<file path="src/rtl/ostmr_pkg.sv">
package ostmr_pkg;

    localparam logic [7:0] OFS_CNT = 8'h10;
    localparam logic [7:0] OFS_STS = 8'h14;
    localparam logic [7:0] OFS_WDE = 8'h18;
    localparam logic [7:0] OFS_IEN = 8'h1C;

    typedef enum logic [1:0] {
        WD_OFF   = 2'd0,
        WD_ARMED = 2'd1,
        WD_BITE  = 2'd2
    } wd_state_e;

endpackage

</file>
<file path="src/rtl/ostmr_counter.sv">
module ostmr_counter #(
    parameter int unsigned W = 32
) (
    input  logic         clk,
    input  logic         rst_n,
    input  logic         tick_en,
    input  logic         load_en,
    input  logic [W-1:0] load_val,
    output logic [W-1:0] cnt,
    output logic [W-1:0] cnt_inc,
    output logic         step
);

    assign cnt_inc = cnt + W'(1);
    assign step    = tick_en & ~load_en;

    always_ff @(posedge clk or negedge rst_n) begin
        if (!rst_n)       cnt <= '0;
        else if (load_en) cnt <= load_val;
        else if (step)    cnt <= cnt_inc;
    end

endmodule

</file>
<file path="src/rtl/ostmr_match_ch.sv">
module ostmr_match_ch #(
    parameter int unsigned W = 32
) (
    input  logic         clk,
    input  logic         rst_n,
    input  logic         wr_en,
    input  logic [W-1:0] wdata,
    input  logic [W-1:0] cnt_inc,
    input  logic         step,
    output logic [W-1:0] match_q,
    output logic         hit
);

    always_ff @(posedge clk or negedge rst_n) begin
        if (!rst_n)     match_q <= '0;
        else if (wr_en) match_q <= wdata;
    end

    // Event only when an increment lands on the match value.
    assign hit = step && (cnt_inc == match_q);

endmodule

</file>
<file path="src/rtl/ostmr_wdog.sv">
module ostmr_wdog #(
    parameter int unsigned W = 32
) (
    input  logic         clk,
    input  logic         rst_n,
    input  logic         wr_en,
    input  logic [W-1:0] wdata,
    input  logic         hit,
    output logic [W-1:0] wd_q,
    output logic         rst_req
);
    import ostmr_pkg::*;

    wd_state_e state, state_nxt;
    logic      bite;

    assign bite = (state == WD_ARMED) && hit;

    always_comb begin
        state_nxt = state;
        unique case (state)
            WD_OFF:   if (wr_en && wdata[0]) state_nxt = WD_ARMED;
            WD_ARMED: begin
                if (hit)                    state_nxt = WD_BITE;
                else if (wr_en && !wdata[0]) state_nxt = WD_OFF;
            end
            WD_BITE:  state_nxt = (wr_en && wdata[0]) ? WD_ARMED : WD_OFF;
            default:  state_nxt = WD_OFF;
        endcase
    end

    always_ff @(posedge clk or negedge rst_n) begin
        if (!rst_n) state <= WD_OFF;
        else        state <= state_nxt;
    end

    always_ff @(posedge clk or negedge rst_n) begin
        if (!rst_n)     wd_q <= '0;
        else if (bite)  wd_q <= '0;
        else if (wr_en) wd_q <= wdata;
    end

    always_comb begin
        rst_req = (state == WD_BITE);
    end

endmodule

</file>
<file path="src/rtl/os_tick_timer.sv">
module os_tick_timer #(
    parameter int unsigned CNT_W  = 32,
    parameter int unsigned NUM_CH = 4,
    parameter int unsigned IE_W   = 12,
    parameter int unsigned ADDR_W = 8
) (
    input  logic              clk,
    input  logic              rst_n,
    input  logic              tick_en,
    input  logic [ADDR_W-1:0] addr,
    input  logic [CNT_W-1:0]  wdata,
    input  logic              wr_en,
    input  logic              rd_en,
    output logic [CNT_W-1:0]  rd_data,
    output logic              rd_err,
    output logic [NUM_CH-1:0] irq,
    output logic              rst_req
);
    import ostmr_pkg::*;

    localparam int unsigned      WD_CH = NUM_CH - 1;
    localparam logic [ADDR_W-1:0] A_CNT = ADDR_W'(OFS_CNT);
    localparam logic [ADDR_W-1:0] A_STS = ADDR_W'(OFS_STS);
    localparam logic [ADDR_W-1:0] A_WDE = ADDR_W'(OFS_WDE);
    localparam logic [ADDR_W-1:0] A_IEN = ADDR_W'(OFS_IEN);

    logic [CNT_W-1:0]  cnt, cnt_inc;
    logic              step;
    logic [CNT_W-1:0]  match_q [NUM_CH];
    logic [NUM_CH-1:0] hit, m_sel;
    logic [NUM_CH-1:0] sts_q;
    logic [IE_W-1:0]   ie_q;
    logic [CNT_W-1:0]  wd_q;
    logic [CNT_W-1:0]  rd_mux;
    logic              rd_miss;

    // Match register n decodes at byte offset 4*n.
    always_comb begin
        for (int n = 0; n < NUM_CH; n++)
            m_sel[n] = (addr == ADDR_W'(4 * n));
    end

    ostmr_counter #(.W(CNT_W)) u_cnt (
        .clk(clk), .rst_n(rst_n), .tick_en(tick_en),
        .load_en(wr_en && addr == A_CNT), .load_val(wdata),
        .cnt(cnt), .cnt_inc(cnt_inc), .step(step)
    );

    for (genvar g = 0; g < NUM_CH; g++) begin : g_ch
        ostmr_match_ch #(.W(CNT_W)) u_ch (
            .clk(clk), .rst_n(rst_n),
            .wr_en(wr_en && m_sel[g]), .wdata(wdata),
            .cnt_inc(cnt_inc), .step(step),
            .match_q(match_q[g]), .hit(hit[g])
        );
    end

    ostmr_wdog #(.W(CNT_W)) u_wd (
        .clk(clk), .rst_n(rst_n),
        .wr_en(wr_en && addr == A_WDE), .wdata(wdata),
        .hit(hit[WD_CH]), .wd_q(wd_q), .rst_req(rst_req)
    );

    // Status: a fresh event wins over a same-cycle clear.
    always_ff @(posedge clk or negedge rst_n) begin
        if (!rst_n) begin
            sts_q <= '0;
            ie_q  <= '0;
        end else begin
            sts_q <= (sts_q & ~((wr_en && addr == A_STS) ? wdata[NUM_CH-1:0] : '0))
                   | (hit & ie_q[NUM_CH-1:0]);
            if (wr_en && addr == A_IEN) ie_q <= wdata[IE_W-1:0];
        end
    end

    assign irq = sts_q;

    always_comb begin
        rd_mux  = '0;
        rd_miss = 1'b0;
        if      (addr == A_CNT) rd_mux = cnt;
        else if (addr == A_STS) rd_mux = CNT_W'(sts_q);
        else if (addr == A_WDE) rd_mux = wd_q;
        else if (addr == A_IEN) rd_mux = CNT_W'(ie_q);
        else if (|m_sel) begin
            for (int n = 0; n < NUM_CH; n++)
                if (m_sel[n]) rd_mux = match_q[n];
        end else rd_miss = 1'b1;
    end

    always_ff @(posedge clk or negedge rst_n) begin
        if (!rst_n) begin
            rd_data <= '0;
            rd_err  <= 1'b0;
        end else begin
            rd_err <= rd_en && rd_miss;
            if (rd_en) rd_data <= rd_mux;
        end
    end

endmodule

</file>
<file path="config.mk">
export PLATFORM = sky130hd
export DESIGN_NAME = os_tick_timer
export DESIGN_NICKNAME = d
export VERILOG_FILES = /design/src/rtl/ostmr_pkg.sv /design/src/rtl/ostmr_counter.sv /design/src/rtl/ostmr_match_ch.sv /design/src/rtl/ostmr_wdog.sv /design/src/rtl/os_tick_timer.sv
export SDC_FILE = /design/constraint.sdc
export NUM_CORES = 1
export LEC_CHECK = 0
export ABC_CLOCK_PERIOD_IN_PS = 4500
export CAP_MARGIN = 20
export CORE_AREA = 5 5 148 185
export DETAILED_ROUTE_END_ITERATION = 8
export DIE_AREA = 0 0 153 190
export DONT_BUFFER_PORTS = 1
export GPL_ROUTABILITY_DRIVEN = 0
export PLACE_DENSITY = 0.69
export SLEW_MARGIN = 20
export SYNTH_ARGS = -nofsm -noshare
export SYNTH_HDL_FRONTEND = slang
export SYNTH_HIERARCHICAL = 1
export SYNTH_SLANG_ARGS = --single-unit
</file>
<file path="constraint.sdc">
create_clock -name clk -period 4.5 [get_ports clk]
set_input_delay 0 -clock clk [delete_from_list [all_inputs] [get_ports clk]]
set_output_delay 0 -clock clk [all_outputs]
set_load 0.01 [all_outputs]
</file>
==> impl_metrics.env, run 1 <==
export IMPL_outcome="finished, violations left"
export IMPL_failed_checks="negative hold slack"
export IMPL_remaining_drc_errors=0
export IMPL_synth_cell_types=50
export IMPL_cp_required_ns=4.90
export IMPL_drive_gt1_frac=0.225
export IMPL_vias=9785
export IMPL_area_delta_synth_final_pct=13.1
export IMPL_fillers=2065
export IMPL_r2r_cells=11
export IMPL_grt_pass1_vias=10200
export IMPL_ys_async_sr_fraction=1.00
export IMPL_fin_crit_ns=4.09
export IMPL_drt_antenna_violating_nets=0
export IMPL_r2r_end="u_wd/wd_q[15]$_DFFE_PN0P_"
export IMPL_endpoint_kind="flip-flop"
export IMPL_cp_start_kind="flip-flop"
export IMPL_timing_rr_start="u_cnt/cnt[5]$_DFFE_PN0P_"
export IMPL_dp_hpwl_um=25600
export IMPL_skew_ns=0.00871
export IMPL_max_freq_mhz=245
export IMPL_crit_start="u_cnt/cnt[5]$_DFFE_PN0P_"
export IMPL_cts_tree="done"
export IMPL_ctsResizeCount=0
export IMPL_drt_iter0_markers=841
export IMPL_yosys_warnings=6
export IMPL_diodes=0
export IMPL_die_area_um2=29100
export IMPL_routed_wirelength_um=39700
export IMPL_die_w_um=153
export IMPL_hp_class="primary input to asynchronous set/reset pin"
export IMPL_critPathKind="flip-flop to flip-flop"
export IMPL_cpPeakStageDelay_ns=0.80
export IMPL_seqPwrFrac=0.411
export IMPL_endpoint="u_wd/wd_q[15]$_DFFE_PN0P_"
export IMPL_synthCells=1180
export IMPL_final_cell_mix="dfrtp_1 (243), xor2_1 (147), mux2_2 (138)"
export IMPL_core_area_um2=25600
export IMPL_switchingPower_mw=1.79
export IMPL_initial_core_util=0.536
export IMPL_numPortBuffers=0
export IMPL_p_int_mw=4.38
export IMPL_drv_slew=0
export IMPL_critPathArrivalTime_ns=4.49
export IMPL_post_cts_buffers=0
export IMPL_critPathMaxFanout=12
export IMPL_cts_root_buf="clkbuf_16"
export IMPL_num_rows=66
export IMPL_insertion_delay_ns=0.53
export IMPL_cts_clk_slew_worst_paths_ns=0.06
export IMPL_cts_hold_buffers=58
export IMPL_ys_seq_area_frac=0.444
export IMPL_crit_slowest_cell="or4_1"
export IMPL_switching_share=0.290
export IMPL_grt_ovfl_total=0
export IMPL_ir_worst_vdd_v=0.000410
export IMPL_max_slew_margin=0.330
export IMPL_rsz0062_at_grt="no"
export IMPL_synth_nets=1226
export IMPL_cts_path_max_buffers=3
export IMPL_synthesis_area_um2=13700
export IMPL_setup_violations=0
export IMPL_clock_power_share=0.406
export IMPL_io_pins=83
export IMPL_holdWs_ns=-0.834
export IMPL_post_drt_wl_per_cell_um=25.3
export IMPL_final_common_cell="dfrtp_1"
export IMPL_r2r_setup_slack_ns=0.41
export IMPL_path_cells="nand3_2, or4_1, nor3_1, xor2_1, xor2_1, nor4_1, nand4_1, nor3_2, and3b_2, buf_4, nor2_2"
export IMPL_path_common_cell="xor2_1"
export IMPL_pwr_density_cell_nw_per_um2=398
export IMPL_finalHoldViolCount=243
export IMPL_cts_made_buffers=26
export IMPL_fin_crit_sh=0.908
export IMPL_combPwrFrac=0.183
export IMPL_leakage_nw=7.30
export IMPL_antenna_found_initial=0
export IMPL_synth_edff_count=0
export IMPL_synthFlopType="dfrtp_1"
export IMPL_clock_sinks=243
export IMPL_max_cap_violations=0
export IMPL_grt_pass1_wl_um=62200
export IMPL_final_nets=1253
export IMPL_tns_ns=0
export IMPL_htree_levels=1
export IMPL_die_y_um=190
export IMPL_grt_use_total=0.273
export IMPL_grt_max_degree=244
export IMPL_ys_ff_latch=243
export IMPL_first_pass_iters=5
export IMPL_via_per_inst=6.24
export IMPL_worst_pin_slew_ns=1.00
export IMPL_synth_avg_cell_area_um2=11.6
how the worst min path moves through the flow:
stage                     startpoint                                   end  slack (ns)
final                          rst_n  g_ch[0].u_ch/match_q[22]$_DFFE_PN0P_       -0.83
after global placement         rst_n               rd_data[27]$_DFFE_PN0P_       -0.29
after floorplan                rst_n   g_ch[0].u_ch/match_q[0]$_DFFE_PN0P_       -0.30
after global routing           rst_n  g_ch[0].u_ch/match_q[22]$_DFFE_PN0P_       -0.84
after CTS                      rst_n  g_ch[0].u_ch/match_q[22]$_DFFE_PN0P_       -0.85
after detailed placement       rst_n  g_ch[0].u_ch/match_q[22]$_DFFE_PN0P_       -0.29
stage by stage:
step / power [mW] / cells / utilization / worst slack, ns / instance area [µm²]
after floorplan: 3.22 / 1180 / - / 1.14 / 13700
after global placement: 3.49 / 1460 / 0.541 / 0.654 / 13800
after detailed placement: 3.51 / 1460 / 0.541 / 0.561 / 13800
after CTS: 6.17 / 1566 / 0.605 / 0.516 / 15500
after global routing: 6.38 / 1567 / 0.605 / 0.219 / 15500
final: 6.17 / 1567 / 0.605 / 0.413 / 15500
synthesized netlist by cell type, types with 31 or more instances:
| cell type | n | area share |
|---|---|---|
| nor2b_1 | 32 | 0.015 |
| clkbuf_1 | 32 | 0.0088 |
| mux2_2 | 138 | 0.11 |
| nand2_1 | 47 | 0.013 |
| mux2i_1 | 62 | 0.045 |
| nor4_1 | 31 | 0.014 |
| o21ai_0 | 41 | 0.015 |
| dfrtp_1 | 243 | 0.44 |
| xor2_1 | 147 | 0.094 |
| nor2_1 | 41 | 0.011 |
layout make-up:
class	instances	area, µm²	share of cell area
repair buffers	77	796	0.0513
flip-flops and latches	243	6080	0.392
well taps	340	425	0.0274
clock buffers	32	724	0.0467
inverters	10	37.5	0.00242
clock inverters	16	285	0.0184
multi-input cells	849	7150	0.461
power by group through the flow:
| stage | Clock [mW] | Combinational (mW) | Sequential (mW) |
|---|---|---|---|
| after floorplan | 0 | 0.745 | 2.47 |
| after global placement | 0 | 0.935 | 2.56 |
| after detailed placement | 0 | 0.946 | 2.57 |
| after CTS | 2.55 | 1.10 | 2.53 |
| after global routing | 2.63 | 1.19 | 2.55 |
| final | 2.51 | 1.13 | 2.53 |
routing by layer:
metal	vias up	track usage	part of all wire
met5	-	0	0
li1	4345	-	-
met4	0	0.0864	0.034
met3	83	0.0528	0.068
met1	4987	0.377	0.43
met2	370	0.438	0.46
critical path: cells and delay by family, from the launching register on:
kind,cells,cell delay (ns)
and+or+nand+nor,8,2.62
DFF,1,0.52
buffers and inverters,1,0.26
xor gates and xnor gates,2,0.54
cell families (layout without fill, tap and decap cells):
family / after synthesis / after routing / share of synthesized area
AO/OA/AOI/OAI: 121 / 121 / 0.0618
XOR/XNOR: 170 / 170 / 0.109
adder cells (fa/ha/maj): 1 / 1 / 0.000912
buffers and inverters: 88 / 135 / 0.0372
flip-flops: 243 / 243 / 0.444
multiplexers: 253 / 253 / 0.223
AND/OR/NAND/NOR: 304 / 304 / 0.125
state kept, by name, summed over array words and instances (netlist names):
register and flops:
rd_data 32, ie_q 12, g_ch.u_ch/match_q 128, u_wd/state 2
rd_err 1, u_cnt/cnt 32, irq 4, u_wd/wd_q 32
No activity file was read; power rests on OpenSTA's default activity.
==> inputs of run 2 (changes only) <==
--- a/config.mk
+++ b/config.mk
@@ -5,14 +5,14 @@
 export SDC_FILE = /design/constraint.sdc
 export NUM_CORES = 1
 export LEC_CHECK = 0
-export ABC_CLOCK_PERIOD_IN_PS = 4500
+export ABC_CLOCK_PERIOD_IN_PS = 3300
 export CAP_MARGIN = 20
 export CORE_AREA = 5 5 148 185
 export DETAILED_ROUTE_END_ITERATION = 8
 export DIE_AREA = 0 0 153 190
 export DONT_BUFFER_PORTS = 1
 export GPL_ROUTABILITY_DRIVEN = 0
-export PLACE_DENSITY = 0.69
+export PLACE_DENSITY = 0.72
 export SLEW_MARGIN = 20
 export SYNTH_ARGS = -nofsm -noshare
 export SYNTH_HDL_FRONTEND = slang
==> constraint.sdc (replaced) <==
create_clock -name clk -period 3.3 [get_ports clk]
set_input_delay 0 -clock clk [delete_from_list [all_inputs] [get_ports clk]]
set_output_delay 0 -clock clk [all_outputs]
set_load 0.005 [all_outputs]
==> run 2 against run 1 <==
Against the previous run:
- core utilization grew 2.9 points
- critical path type unchanged
- clock skew increased by 0.0042 ns
- worst setup slack lost 0.31 ns
- final area up 4.9%
- largest power group unchanged
- worst hold slack improved by 0.0083 ns
- register-to-register slack got worse by 0.31 ns
- final cell count up 5.9%
- clock-buffer cell count up 5
- fmax rose by 28%
- highest routed layer unchanged
- global-route usage rose by 0.83 points
- critical endpoint is now u_wd/wd_q[4]$_DFFE_PN0P_
- the flow still finishes with violations (negative hold slack)
==> impl_metrics.env, run 2 (synthesis results as in run 1) <==
export IMPL_outcome="finished, violations left"
export IMPL_failed_checks="negative hold slack"
export IMPL_clock_sinks=243
export IMPL_critPathArrivalTime_ns=3.61
export IMPL_final_cell_mix="dfrtp_1 (243), xor2_1 (143), mux2_2 (138)"
export IMPL_leakage_nw=7.79
export IMPL_stdcell_area_um2=16300
export IMPL_top_register="g_ch.u_ch/match_q"
export IMPL_fin_crit_sh=0.970
export IMPL_finalHoldViolCount=243
export IMPL_max_freq_mhz=312
export IMPL_rsz0062_at_grt="yes"
export IMPL_max_slew_margin=0.245
export IMPL_cts_hold_buffers=60
export IMPL_skew_ns=0.0129
export IMPL_cts_root_buf="clkbuf_16"
export IMPL_fillers=1984
export IMPL_area_delta_synth_final_pct=18.5
export IMPL_setup_violations=0
export IMPL_via_per_inst=6.25
export IMPL_fin_crit_ns=3.20
export IMPL_ir_worst_vdd_v=0.000460
export IMPL_max_cap_violations=0
export IMPL_grt_max_degree=244
export IMPL_remaining_drc_errors=0
export IMPL_critPathMaxFanout=10
export IMPL_core_area_um2=25600
export IMPL_initial_core_util=0.536
export IMPL_r2r_cells=14
export IMPL_grt_use_total=0.281
export IMPL_numPortBuffers=0
export IMPL_first_pass_iters=5
export IMPL_antenna_found_initial=0
export IMPL_num_rows=66
export IMPL_drv_slew=0
export IMPL_grt_ovfl_total=0
export IMPL_insertion_delay_ns=0.53
export IMPL_endpoint_kind="flip-flop"
export IMPL_cts_path_max_buffers=3
export IMPL_r2r_setup_slack_ns=0.1
export IMPL_final_nets=1350
export IMPL_worst_pin_slew_ns=1.13
export IMPL_largest_reg_flops=128
export IMPL_io_pins=83
export IMPL_final_common_cell="dfrtp_1"
export IMPL_diodes=0
export IMPL_cts_tree="done"
export IMPL_place_ws_ns=0.0875
export IMPL_die_y_um=190
export IMPL_grt_pass1_wl_um=64100
export IMPL_pwr_density_cell_nw_per_um2=511
export IMPL_grt_pass1_vias=10700
export IMPL_cp_required_ns=3.71
export IMPL_routed_wirelength_um=41500
export IMPL_htree_levels=1
export IMPL_critPathKind="flip-flop to flip-flop"
export IMPL_dp_hpwl_um=26500
export IMPL_r2r_end="u_wd/wd_q[4]$_DFFE_PN0P_"
export IMPL_die_area_um2=29100
export IMPL_drt_antenna_violating_nets=0
export IMPL_cts_clk_slew_worst_paths_ns=0.06
export IMPL_finish_utilization=0.635
export IMPL_vias=10400
export IMPL_holdWs_ns=-0.826
export IMPL_fin_ws_ns=0.0992
export IMPL_hp_class="primary input to asynchronous set/reset pin"
export IMPL_drt_iter0_markers=957
export IMPL_drive_gt1_frac=0.293
export IMPL_cp_start_kind="flip-flop"
export IMPL_post_drt_wl_per_cell_um=25.0
export IMPL_timing_rr_start="u_cnt/cnt[19]$_DFFE_PN0P_"
export IMPL_die_w_um=153
export IMPL_cts_made_buffers=26
export IMPL_placed_area_um2=14600
[run 2: stage by stage]
stage	total power [mW]	cells	TNS [ns]
2_1_floorplan	4.38	1180	0
3_3_place_gp	5.09	1548	0
3_5_place_dp	5.13	1548	0
4_1_cts	8.25	1652	0
5_1_grt	8.59	1660	-0.0731
6_report	8.30	1660	0
[run 2: worst max-delay path: stages (launching register included)]
cell	delay, ns
dfrtp_1	0.38
buf_4	0.13
nand4_1	0.14
buf_4	0.20
nor3_1	0.28
nand4_1	0.16
xnor2_1	0.15
buf_4	0.15
xor2_1	0.18
nor4_2	0.32
nand3_1	0.21
nor3_2	0.18
and3b_2	0.34
buf_6	0.22
nor2_2	0.06
[run 2: how the worst max path moves through the flow]
stage / startpoint / endpoint
after floorplan: u_cnt/cnt[5]$_DFFE_PN0P_ / u_wd/wd_q[0]$_DFFE_PN0P_
after global placement: u_cnt/cnt[8]$_DFFE_PN0P_ / irq[1]$_DFF_PN0_
after detailed placement: u_cnt/cnt[8]$_DFFE_PN0P_ / u_wd/wd_q[21]$_DFFE_PN0P_
after CTS: u_cnt/cnt[8]$_DFFE_PN0P_ / irq[1]$_DFF_PN0_
after global routing: u_cnt/cnt[8]$_DFFE_PN0P_ / u_wd/wd_q[30]$_DFFE_PN0P_
final: u_cnt/cnt[19]$_DFFE_PN0P_ / u_wd/wd_q[4]$_DFFE_PN0P_
[run 2: repair_timing]
| action | CTS | global route |
|---|---|---|
| resized for setup | 0 | 18 |
| hold endpoints to repair | 485 | 243 |
| buffers inserted | 0 | 6 |
| setup endpoints to repair | 0 | 36 |
[run 2: area by class of cell]
class                   instances  area (µm²)  share of cell area
multi-input cells             849        7290               0.448
flip-flops and latches        243        6080               0.374
repair buffers                174        1560              0.0959
clock buffers                  37         773              0.0476
well taps                     340         425              0.0262
clock inverters                 7        88.8             0.00547
inverters                      10        37.5             0.00231
[run 2: where the power goes]
part,switching (mW),leakage [nW],internal [mW]
sequential,0.163,3.29,3.17
clock,1.20,0.429,1.77
combinational,1.11,4.07,0.893
total,2.47,7.79,5.83
[run 2: metal layers]
layer | global-route usage | up-vias | share of wire
met5 | 0 | - | 0
met3 | 0.0455 | 112 | 0.078
met2 | 0.461 | 515 | 0.48
met4 | 0.107 | 0 | 0.042
li1 | - | 4555 | -
met1 | 0.379 | 5195 | 0.40
